File: src/rtl/shared_bank_pkg.sv
package shared_bank_pkg;
    typedef enum logic {
        MODE_FP   = 1'b0,
        MODE_SIMD = 1'b1
    } bank_mode_e;
endpackage

File: src/rtl/bank_storage.sv
module bank_storage #(
    parameter int N_REG = 8,
    parameter int INT_W = 64,
    parameter int EXT_W = 80,
    localparam int IW   = $clog2(N_REG)
) (
    input  logic             clk,
    input  logic             rst_n,
    input  logic             vec_we,
    input  logic [IW-1:0]    vec_widx,
    input  logic [INT_W-1:0] vec_wdata,
    input  logic             flt_we,
    input  logic [IW-1:0]    flt_wphys,
    input  logic [EXT_W-1:0] flt_wdata,
    output logic [EXT_W-1:0] entry_o [N_REG]
);
    localparam int HI_W = EXT_W - INT_W;

    logic [EXT_W-1:0] mem_q [N_REG];

    for (genvar gi = 0; gi < N_REG; gi++) begin : g_entry
        always_ff @(posedge clk) begin
            if (!rst_n) begin
                mem_q[gi] <= '0;
            end else if (vec_we && vec_widx == IW'(gi)) begin
                mem_q[gi] <= {{HI_W{1'b1}}, vec_wdata};
            end else if (flt_we && flt_wphys == IW'(gi)) begin
                mem_q[gi] <= flt_wdata;
            end
        end
        assign entry_o[gi] = mem_q[gi];
    end


    vec_hi_ones_chk: assert property (@(posedge clk) disable iff (!rst_n)
        vec_we |=> (mem_q[$past(vec_widx)][EXT_W-1:INT_W] == {HI_W{1'b1}}
                    && mem_q[$past(vec_widx)][INT_W-1:0] == $past(vec_wdata)));


    vec_wins_chk: assert property (@(posedge clk) disable iff (!rst_n)
        (vec_we && flt_we && vec_widx == flt_wphys)
        |=> mem_q[$past(vec_widx)][INT_W-1:0] == $past(vec_wdata));
endmodule

File: src/rtl/bank_ctrl.sv
module bank_ctrl
    import shared_bank_pkg::*;
#(
    parameter int N_REG = 8,
    localparam int IW   = $clog2(N_REG)
) (
    input  logic             clk,
    input  logic             rst_n,
    input  logic             vec_we,
    input  logic             leave_cmd,
    input  logic             flt_push,
    input  logic             flt_pop,
    input  logic             flt_we,
    input  logic [IW-1:0]    flt_wphys,
    output logic [IW-1:0]    top_o,
    output logic [N_REG-1:0] tag_o,
    output bank_mode_e       mode_o
);
    bank_mode_e       mode_q, mode_d;
    logic [IW-1:0]    top_q, top_d;
    logic [N_REG-1:0] tag_q, tag_d;

    // state register
    always_ff @(posedge clk) begin
        if (!rst_n) begin
            mode_q <= MODE_FP;
            top_q  <= '0;
            tag_q  <= '0;
        end else begin
            mode_q <= mode_d;
            top_q  <= top_d;
            tag_q  <= tag_d;
        end
    end

    // next state and outputs
    always_comb begin
        mode_d = mode_q;
        unique case (mode_q)
            MODE_FP:   if (vec_we && !leave_cmd) mode_d = MODE_SIMD;
            MODE_SIMD: if (leave_cmd)            mode_d = MODE_FP;
            default:   mode_d = MODE_FP;
        endcase

        top_d = top_q;
        if (vec_we) begin
            top_d = '0;
        end else if (flt_push && !flt_pop) begin
            top_d = top_q - IW'(1);
        end else if (flt_pop && !flt_push) begin
            top_d = top_q + IW'(1);
        end

        tag_d = tag_q;
        if (leave_cmd) begin
            tag_d = '0;
        end else if (vec_we) begin
            tag_d = '1;
        end else begin
            if (flt_we)               tag_d[flt_wphys] = 1'b1;
            if (flt_pop && !flt_push) tag_d[top_q]     = 1'b0;
        end
    end

    assign top_o  = top_q;
    assign tag_o  = tag_q;
    assign mode_o = mode_q;


    enter_simd_chk: assert property (@(posedge clk) disable iff (!rst_n)
        (vec_we && !leave_cmd) |=> (tag_q == '1 && mode_q == MODE_SIMD && top_q == '0));


    exit_simd_chk: assert property (@(posedge clk) disable iff (!rst_n)
        leave_cmd |=> (tag_q == '0 && mode_q == MODE_FP));


    push_dec_chk: assert property (@(posedge clk) disable iff (!rst_n)
        (flt_push && !flt_pop && !vec_we) |=> top_q == $past(top_q) - IW'(1));


    pop_inc_chk: assert property (@(posedge clk) disable iff (!rst_n)
        (flt_pop && !flt_push && !vec_we) |=> top_q == $past(top_q) + IW'(1));
endmodule

File: src/rtl/shared_vec_fp_bank.sv
module shared_vec_fp_bank
    import shared_bank_pkg::*;
#(
    parameter int N_REG = 8,
    parameter int INT_W = 64,
    parameter int EXT_W = 80,
    localparam int IW   = $clog2(N_REG)
) (
    input  logic             clk,
    input  logic             rst_n,
    input  logic             vec_we,
    input  logic [IW-1:0]    vec_widx,
    input  logic [INT_W-1:0] vec_wdata,
    input  logic [IW-1:0]    vec_ridx_a,
    output logic [INT_W-1:0] vec_rdata_a,
    input  logic [IW-1:0]    vec_ridx_b,
    output logic [INT_W-1:0] vec_rdata_b,
    input  logic             flt_push,
    input  logic             flt_pop,
    input  logic             flt_we,
    input  logic [IW-1:0]    flt_woff,
    input  logic [EXT_W-1:0] flt_wdata,
    input  logic [IW-1:0]    flt_roff,
    output logic [EXT_W-1:0] flt_rdata,
    input  logic             leave_simd,
    input  logic [IW-1:0]    raw_idx,
    output logic [EXT_W-1:0] raw_rdata,
    output logic [IW-1:0]    stk_top,
    output logic [N_REG-1:0] tag_valid,
    output logic             simd_mode
);
    logic [EXT_W-1:0] entry [N_REG];
    logic [IW-1:0]    top;
    logic [IW-1:0]    flt_wphys;
    logic [IW-1:0]    flt_rphys;
    bank_mode_e       mode;

    assign flt_wphys = top + flt_woff;
    assign flt_rphys = top + flt_roff;

    bank_ctrl #(.N_REG(N_REG)) u_ctrl (
        .clk       (clk),
        .rst_n     (rst_n),
        .vec_we    (vec_we),
        .leave_cmd (leave_simd),
        .flt_push  (flt_push),
        .flt_pop   (flt_pop),
        .flt_we    (flt_we),
        .flt_wphys (flt_wphys),
        .top_o     (top),
        .tag_o     (tag_valid),
        .mode_o    (mode)
    );

    bank_storage #(.N_REG(N_REG), .INT_W(INT_W), .EXT_W(EXT_W)) u_store (
        .clk       (clk),
        .rst_n     (rst_n),
        .vec_we    (vec_we),
        .vec_widx  (vec_widx),
        .vec_wdata (vec_wdata),
        .flt_we    (flt_we),
        .flt_wphys (flt_wphys),
        .flt_wdata (flt_wdata),
        .entry_o   (entry)
    );

    assign vec_rdata_a = entry[vec_ridx_a][INT_W-1:0];
    assign vec_rdata_b = entry[vec_ridx_b][INT_W-1:0];
    assign flt_rdata   = entry[flt_rphys];
    assign raw_rdata   = entry[raw_idx];
    assign stk_top     = top;
    assign simd_mode   = (mode == MODE_SIMD);


    vec_read_alias_chk: assert property (@(posedge clk) disable iff (!rst_n)
        vec_rdata_a == raw_rdata[INT_W-1:0] || vec_ridx_a != raw_idx);
endmodule

File: config.mk
export PLATFORM = sky130hd
export DESIGN_NAME = shared_vec_fp_bank
export DESIGN_NICKNAME = d
export VERILOG_FILES = /design/src/rtl/shared_bank_pkg.sv /design/src/rtl/bank_storage.sv /design/src/rtl/bank_ctrl.sv /design/src/rtl/shared_vec_fp_bank.sv
export SDC_FILE = /design/constraint.sdc
export NUM_CORES = 2
export LEC_CHECK = 0
export BUFFER_PORTS_ARGS = -buffer_cell sky130_fd_sc_hd__buf_2
export CORE_MARGIN = 5
export CORE_UTILIZATION = 55
export CTS_CLUSTER_SIZE = 16
export DETAILED_ROUTE_END_ITERATION = 7
export HOLD_SLACK_MARGIN = 0.02
export PLACE_DENSITY = 0.81
export REMOVE_ABC_BUFFERS = 1
export SLEW_MARGIN = 20
export SYNTH_ARGS = -nofsm -noshare
export SYNTH_HDL_FRONTEND = slang
export SYNTH_SLANG_ARGS = --single-unit
File: constraint.sdc
create_clock -name clk -period 5.51 [get_ports clk]
set_clock_uncertainty 0.1 [all_clocks]
set_input_delay 0.2755 -clock clk [delete_from_list [all_inputs] [get_ports clk]]
set_output_delay 0.2755 -clock clk [all_outputs]
set_load 0.02 [all_outputs]
* Word level (Yosys, flattened, before mapping)
Memory sizes are Yosys's and may differ from the RTL's. Cells that the tools add are included.
Operators by class: add/subtract/negate cells 4, magnitude comparators 8, equality and inequality tests 14, multiplexer cells 99, bitwise logic cells 25, reduce and logical (&&, ||, !) cells 29
Operators with widths (number):
- $mux W80 | 20
- $bmux W80 S3 | 4
- $mux W64 | 4
- $mux W1 | 61
- $mux W8 | 5
- $eq A3 B3 Y1 const B | 8
- $logic_and A1 B1 Y1 | 21
- $ge A4 B4 Y1 const B | 4
- $not A3 Y4 | 4
- $or A1 B1 Y1 | 16
- $eq A3 B2 Y1 const B | 4
- $and A8 B8 Y8 | 1
- $lt A3 B4 Y1 const B | 2
- $not A8 Y8 | 1
- $or A8 B8 Y8 | 1
- $add A3 B3 Y3 | 2
- $demux W1 S3 | 2
- $eq A3 B1 Y1 const B | 2
- $ge A3 B1 Y1 const B | 2
- $logic_not A3 Y1 | 2
- $mux W3 | 2
- $reduce_or A2 Y1 | 2
- $add A3 B1 Y3 const B | 1
- $logic_not A1 Y1 | 3
- other kinds (4) | 5
Word-level totals: flip-flop bits (word level) 12, memory bits (writable) 640, bits of input ports 169, output and inout bits 300, word-level logic and storage cells 183, memories 1
Memories:
- u_store.mem_q | depth 8, bits a word 80, rd ports 8, clocked after memory_dff 0, write ports 8, RTL line bank_storage.sv:19 | logic [EXT_W-1:0] mem_q [N_REG];

* Depth between registers and ports, before layout
depth in word-level cells 12, gate-level depth with buffers 9, depth with buffers taken out 7

* Hierarchy
From an unflattened synthesis, not the netlist that was laid out.
Second synthesis, totals: cell total of the unflattened synthesis 2940, area total of the unflattened synthesis 44323.8 µm²
Modules (own cells, without submodules):
- bank_storage | times used 1, cells each 1835, area each 26515.4 µm², seq. area each 19218.4 µm²
- shared_vec_fp_bank | times used 1, cells each 1036, area each 17197.7 µm², seq. area each 0.0 µm²
- bank_ctrl | times used 1, cells each 69, area each 610.6 µm², seq. area each 240.2 µm²

* Least setup slack after synthesis
OpenSTA, ideal clock, no wires.
path type reg2reg, from register u_ctrl.top_q[0], in the netlist u_ctrl.top_o[0], to memory u_store.mem_q[7][0], in the netlist u_store.mem_q[1][240] (enable), library setup time 0.452 ns, arrival 3.725 ns, required time 4.958 ns, setup slack 1.233 ns, stages on the path, launching flop included 7, buffers on the path 0, period minus slack after synthesis 4.277 ns, cell sequence dfxtp_1 -> ha_1 -> inv_1 -> fa_1 -> xor3_1 -> or3_4 -> nand2b_1
RTL lines:
- from (decl) | RTL line bank_ctrl.sv:20 | logic [IW-1:0] top_q, top_d;
- from (signal assigned) | RTL line bank_ctrl.sv:31 | top_q <= top_d;
- to (decl) | RTL line bank_storage.sv:19

* Worst setup path in the final report
from register u_ctrl.top_q[0], in the netlist u_ctrl.top_o[0], to output port flt_rdata[16]
On the way: longest elaborated chain between the ends 5
Ends and longest elaborated chain:
- $add A3 B3 Y3 | RTL line shared_vec_fp_bank.sv:39 | assign flt_rphys = top + flt_roff;
- $not A3 Y4 (not written as such) | RTL line shared_vec_fp_bank.sv:69 | assign flt_rdata = entry[flt_rphys];
- $bmux W80 S3 | RTL line shared_vec_fp_bank.sv:69
- $mux W80 (not written as such) (2 in series) | RTL line shared_vec_fp_bank.sv:69
- to (decl) | RTL line shared_vec_fp_bank.sv:24 | output logic [EXT_W-1:0] flt_rdata,
Every way passes these cells. The select of a mux whose other input is x is not followed.

==> reports/metrics.yaml <==
viasPerCell: 7.78
worstReg2RegEnd: "u_store.mem_q[0][48]"
netlist_instances: 3161
insertion_delay_ps: 600
netlist.area_leader.share_pct: 43.4
die_height_um: 294
slew_headroom_pct: 20.1
cts-buffers-inserted: 71
peakVddDrop_mv: 0.250
hp-class: "primary input to flop"
initial_core_util_pct: 55.3
worst-setup-path-type: "flop to output pin"
p_clk_share_pct: 31.2
cap_violations: 0
fin_crit_ps: 4690
path_max_fanout: 50
required_ps: 5130
final_util_pct: 63.9
leakage_uw: 0.0202
holdPathStages: 4
ys_seq_area_share_pct: 43.9
n_fill_cell: 5688
ctsLongestPathBuffers: 3
dp_hpwl_um: 85800
die_w_um: 294
fmax_mhz: 213
synth_most_common_cell: "edfxtp_1"
htreeDepth: 3
instances_no_fill: 4608
antenna_found_initial: 11
worst_pin_slew_ps: 1200
finalCritPeriodShare_pct: 85.1
worstSetupEndpointType: "output pin"
drive_gt1_share_pct: 38.7
drc_errors: 0
io_pins: 469
ant_nets: 0
grt_pass1_vias: 36000
grt_usage_pct: 36.1
async_reset_ff_share_pct: 0
core_area_sq_um: 80200
synth.top_cells.by_count: "edfxtp_1 (640), a22o_1 (512), mux4_2 (418)"
synth_edf_count: 640
cts-root-buf: "clkbuf_16"
dieArea_sq_um: 86300
routabilityCongestion: 0.865
p_sw_uw: 4700
rr_worst_depth: 9
drt-total-wl_um: 161000
cts_tree: "built"
dpl.cell_count: 4261
power_frac_seq_pct: 41.6
yosysTopAreaCell: "edfxtp_1"
num_vias: 35800
portBuffers: 468
cts.sinks: 652
clk_pin_slew_worst_paths_ps: 60
p_total_uw: 14800
syn-cell-area_sq_um: 44300
maxSlewViolCount: 0
grt_pass1_wl_um: 232000
hp-start: "flt_pop"
dr.pass1.iters: 6
r2r_slack_ps: 1230
whs_ps: 65.1
finalHoldViolations: 0
synth_area_leaders: "edfxtp_1 (43%), mux4_2 (21%), a22o_1 (10%)"
nNetsFinal: 3662
holdPathEnd: "u_ctrl.top_o[1]"
syn2layout_area_growth_pct: 15.7
avgSynthCellArea_sq_um: 14.0
grt_max_degree: 176
synth_warnings: 0
setup_viol: 0
arrival_ps: 4310
core.rowCount: 104
wl_per_cell_um: 34.8
p_per_area_nw_per_um2: 289
ys_seq_elements: 652
switching_share_pct: 31.7
synthDistinctLibCells: 52
start_kind: "flop"
pwr-share-comb_pct: 27.2
status: "finished clean"
p_int_uw: 10100
drtIter0Drc: 5688
r2r_start: "u_ctrl.top_o[0]"
overflow: 0
grt_setup_unrepaired: "no"
synthFlopType: "edfxtp_1"
postCtsSetupRepairBufs: 0
layer usage:
layer	GRT usage [%]	share of wire, %	vias up
met4	18.2	6.1	8
li1	-	-	13900
met2	56.2	45	3629
met3	10.6	16	791
met1	46.6	33	17500
met5	0	0.026	-
timing repair:
action,in CTS,in global routing
endpoints found under the hold margin,652,0
hold buffers,212,0
gates resized for setup,0,0
power groups by stage:
| stage | registers (uW) | logic [uW] | clock network [uW] |
|---|---|---|---|
| global route | 6200 | 4150 | 4840 |
| detailed placement | 6250 | 3800 | 0 |
| global placement | 6210 | 3760 | 0 |
| CTS | 6140 | 3930 | 4630 |
| floorplan | 6170 | 2360 | 0 |
| finish | 6160 | 4030 | 4630 |
cell usage in the layout (no fill, tap or decap), types with 3 or more instances in the layout:
cell	count
nand2b_4	6
ha_1	3
buf_12	27
a21oi_1	5
a211oi_1	78
buf_2	459
nor2_4	7
nor2b_1	79
a21o_1	128
nor2_1	9
bufinv_16	5
clkbuf_8	3
dlygate4sd3_1	212
nand2_1	88
o22ai_1	77
buf_6	3
clkbuf_16	71
mux2i_1	79
o21ai_0	81
edfxtp_1	640
diode_2	10
mux2_2	286
clkinv_1	12
clkbuf_1	17
inv_1	8
o21a_1	4
clkinv_2	13
a221oi_1	77
nor3_2	3
nor3_1	12
nand2b_1	7
a22o_1	512
dfxtp_1	12
and2_4	3
nor4_1	3
buf_4	42
mux4_2	418
o41ai_1	3
layout make-up:
class                           instances  area, sq um  share of cell area, %
Clock inverter                         36          325                  0.635
Inverter                                8         30.0                 0.0586
Timing Repair Buffer                  746         5350                   10.4
Antenna cell                           10         25.0                 0.0489
Clock buffer                           89         1850                   3.62
Multi-Input combinational cell       2007        22900                   44.6
Sequential cell                       652        19500                   38.0
Tap cell                             1060         1330                   2.59
per-stage QoR:
step | setup slack, ps | TNS (ps) | instance area [sq um]
2_1_floorplan | -3670 | -289040 | 42100
3_3_place_gp | 1580 | 0 | 46900
3_5_place_dp | 1550 | 0 | 46900
4_1_cts | 922 | 0 | 51200
5_1_grt | 768 | 0 | 51200
6_report | 823 | 0 | 51200
critical path: stages (launching register included):
cell and delay [ps]:
dfxtp_1 410, ha_4 210, fa_4 810, buf_4 700, buf_4 560, mux2i_1 160, nand2_1 90, o21ai_0 130
a221oi_1 310, buf_2 230
sequential cells by signal, indices dropped and copies added, names as in the netlist:
register / cells
u_ctrl.mode_o: 1
u_ctrl.tag_o: 8
u_ctrl.top_o: 3
u_store.mem_q: 640
logic make-up after synthesis:
| family | after synthesis | synth area share, % |
|---|---|---|
| simple gates | 236 | 2.77 |
| xor+xnor | 6 | 0.254 |
| mux | 784 | 30.3 |
| buf+inv | 502 | 4.93 |
| compound gates | 974 | 17.5 |
| flops | 652 | 43.9 |
| fa+ha+maj | 7 | 0.249 |
how the worst max path moves through the flow:
stage                     from             to  slack, ps  depth (start not counted)
4_1_cts        u_ctrl.top_o[0]  flt_rdata[59]        920                          9
3_3_place_gp   u_ctrl.top_o[0]  flt_rdata[29]       1580                          9
3_5_place_dp   u_ctrl.top_o[0]  flt_rdata[29]       1550                          9
6_report       u_ctrl.top_o[0]  flt_rdata[16]        820                          9
5_1_grt        u_ctrl.top_o[0]  flt_rdata[16]        770                          9
2_1_floorplan  u_ctrl.top_o[0]  flt_rdata[47]      -3670                          4
Note: power is estimated with default switching activity, not from simulation.
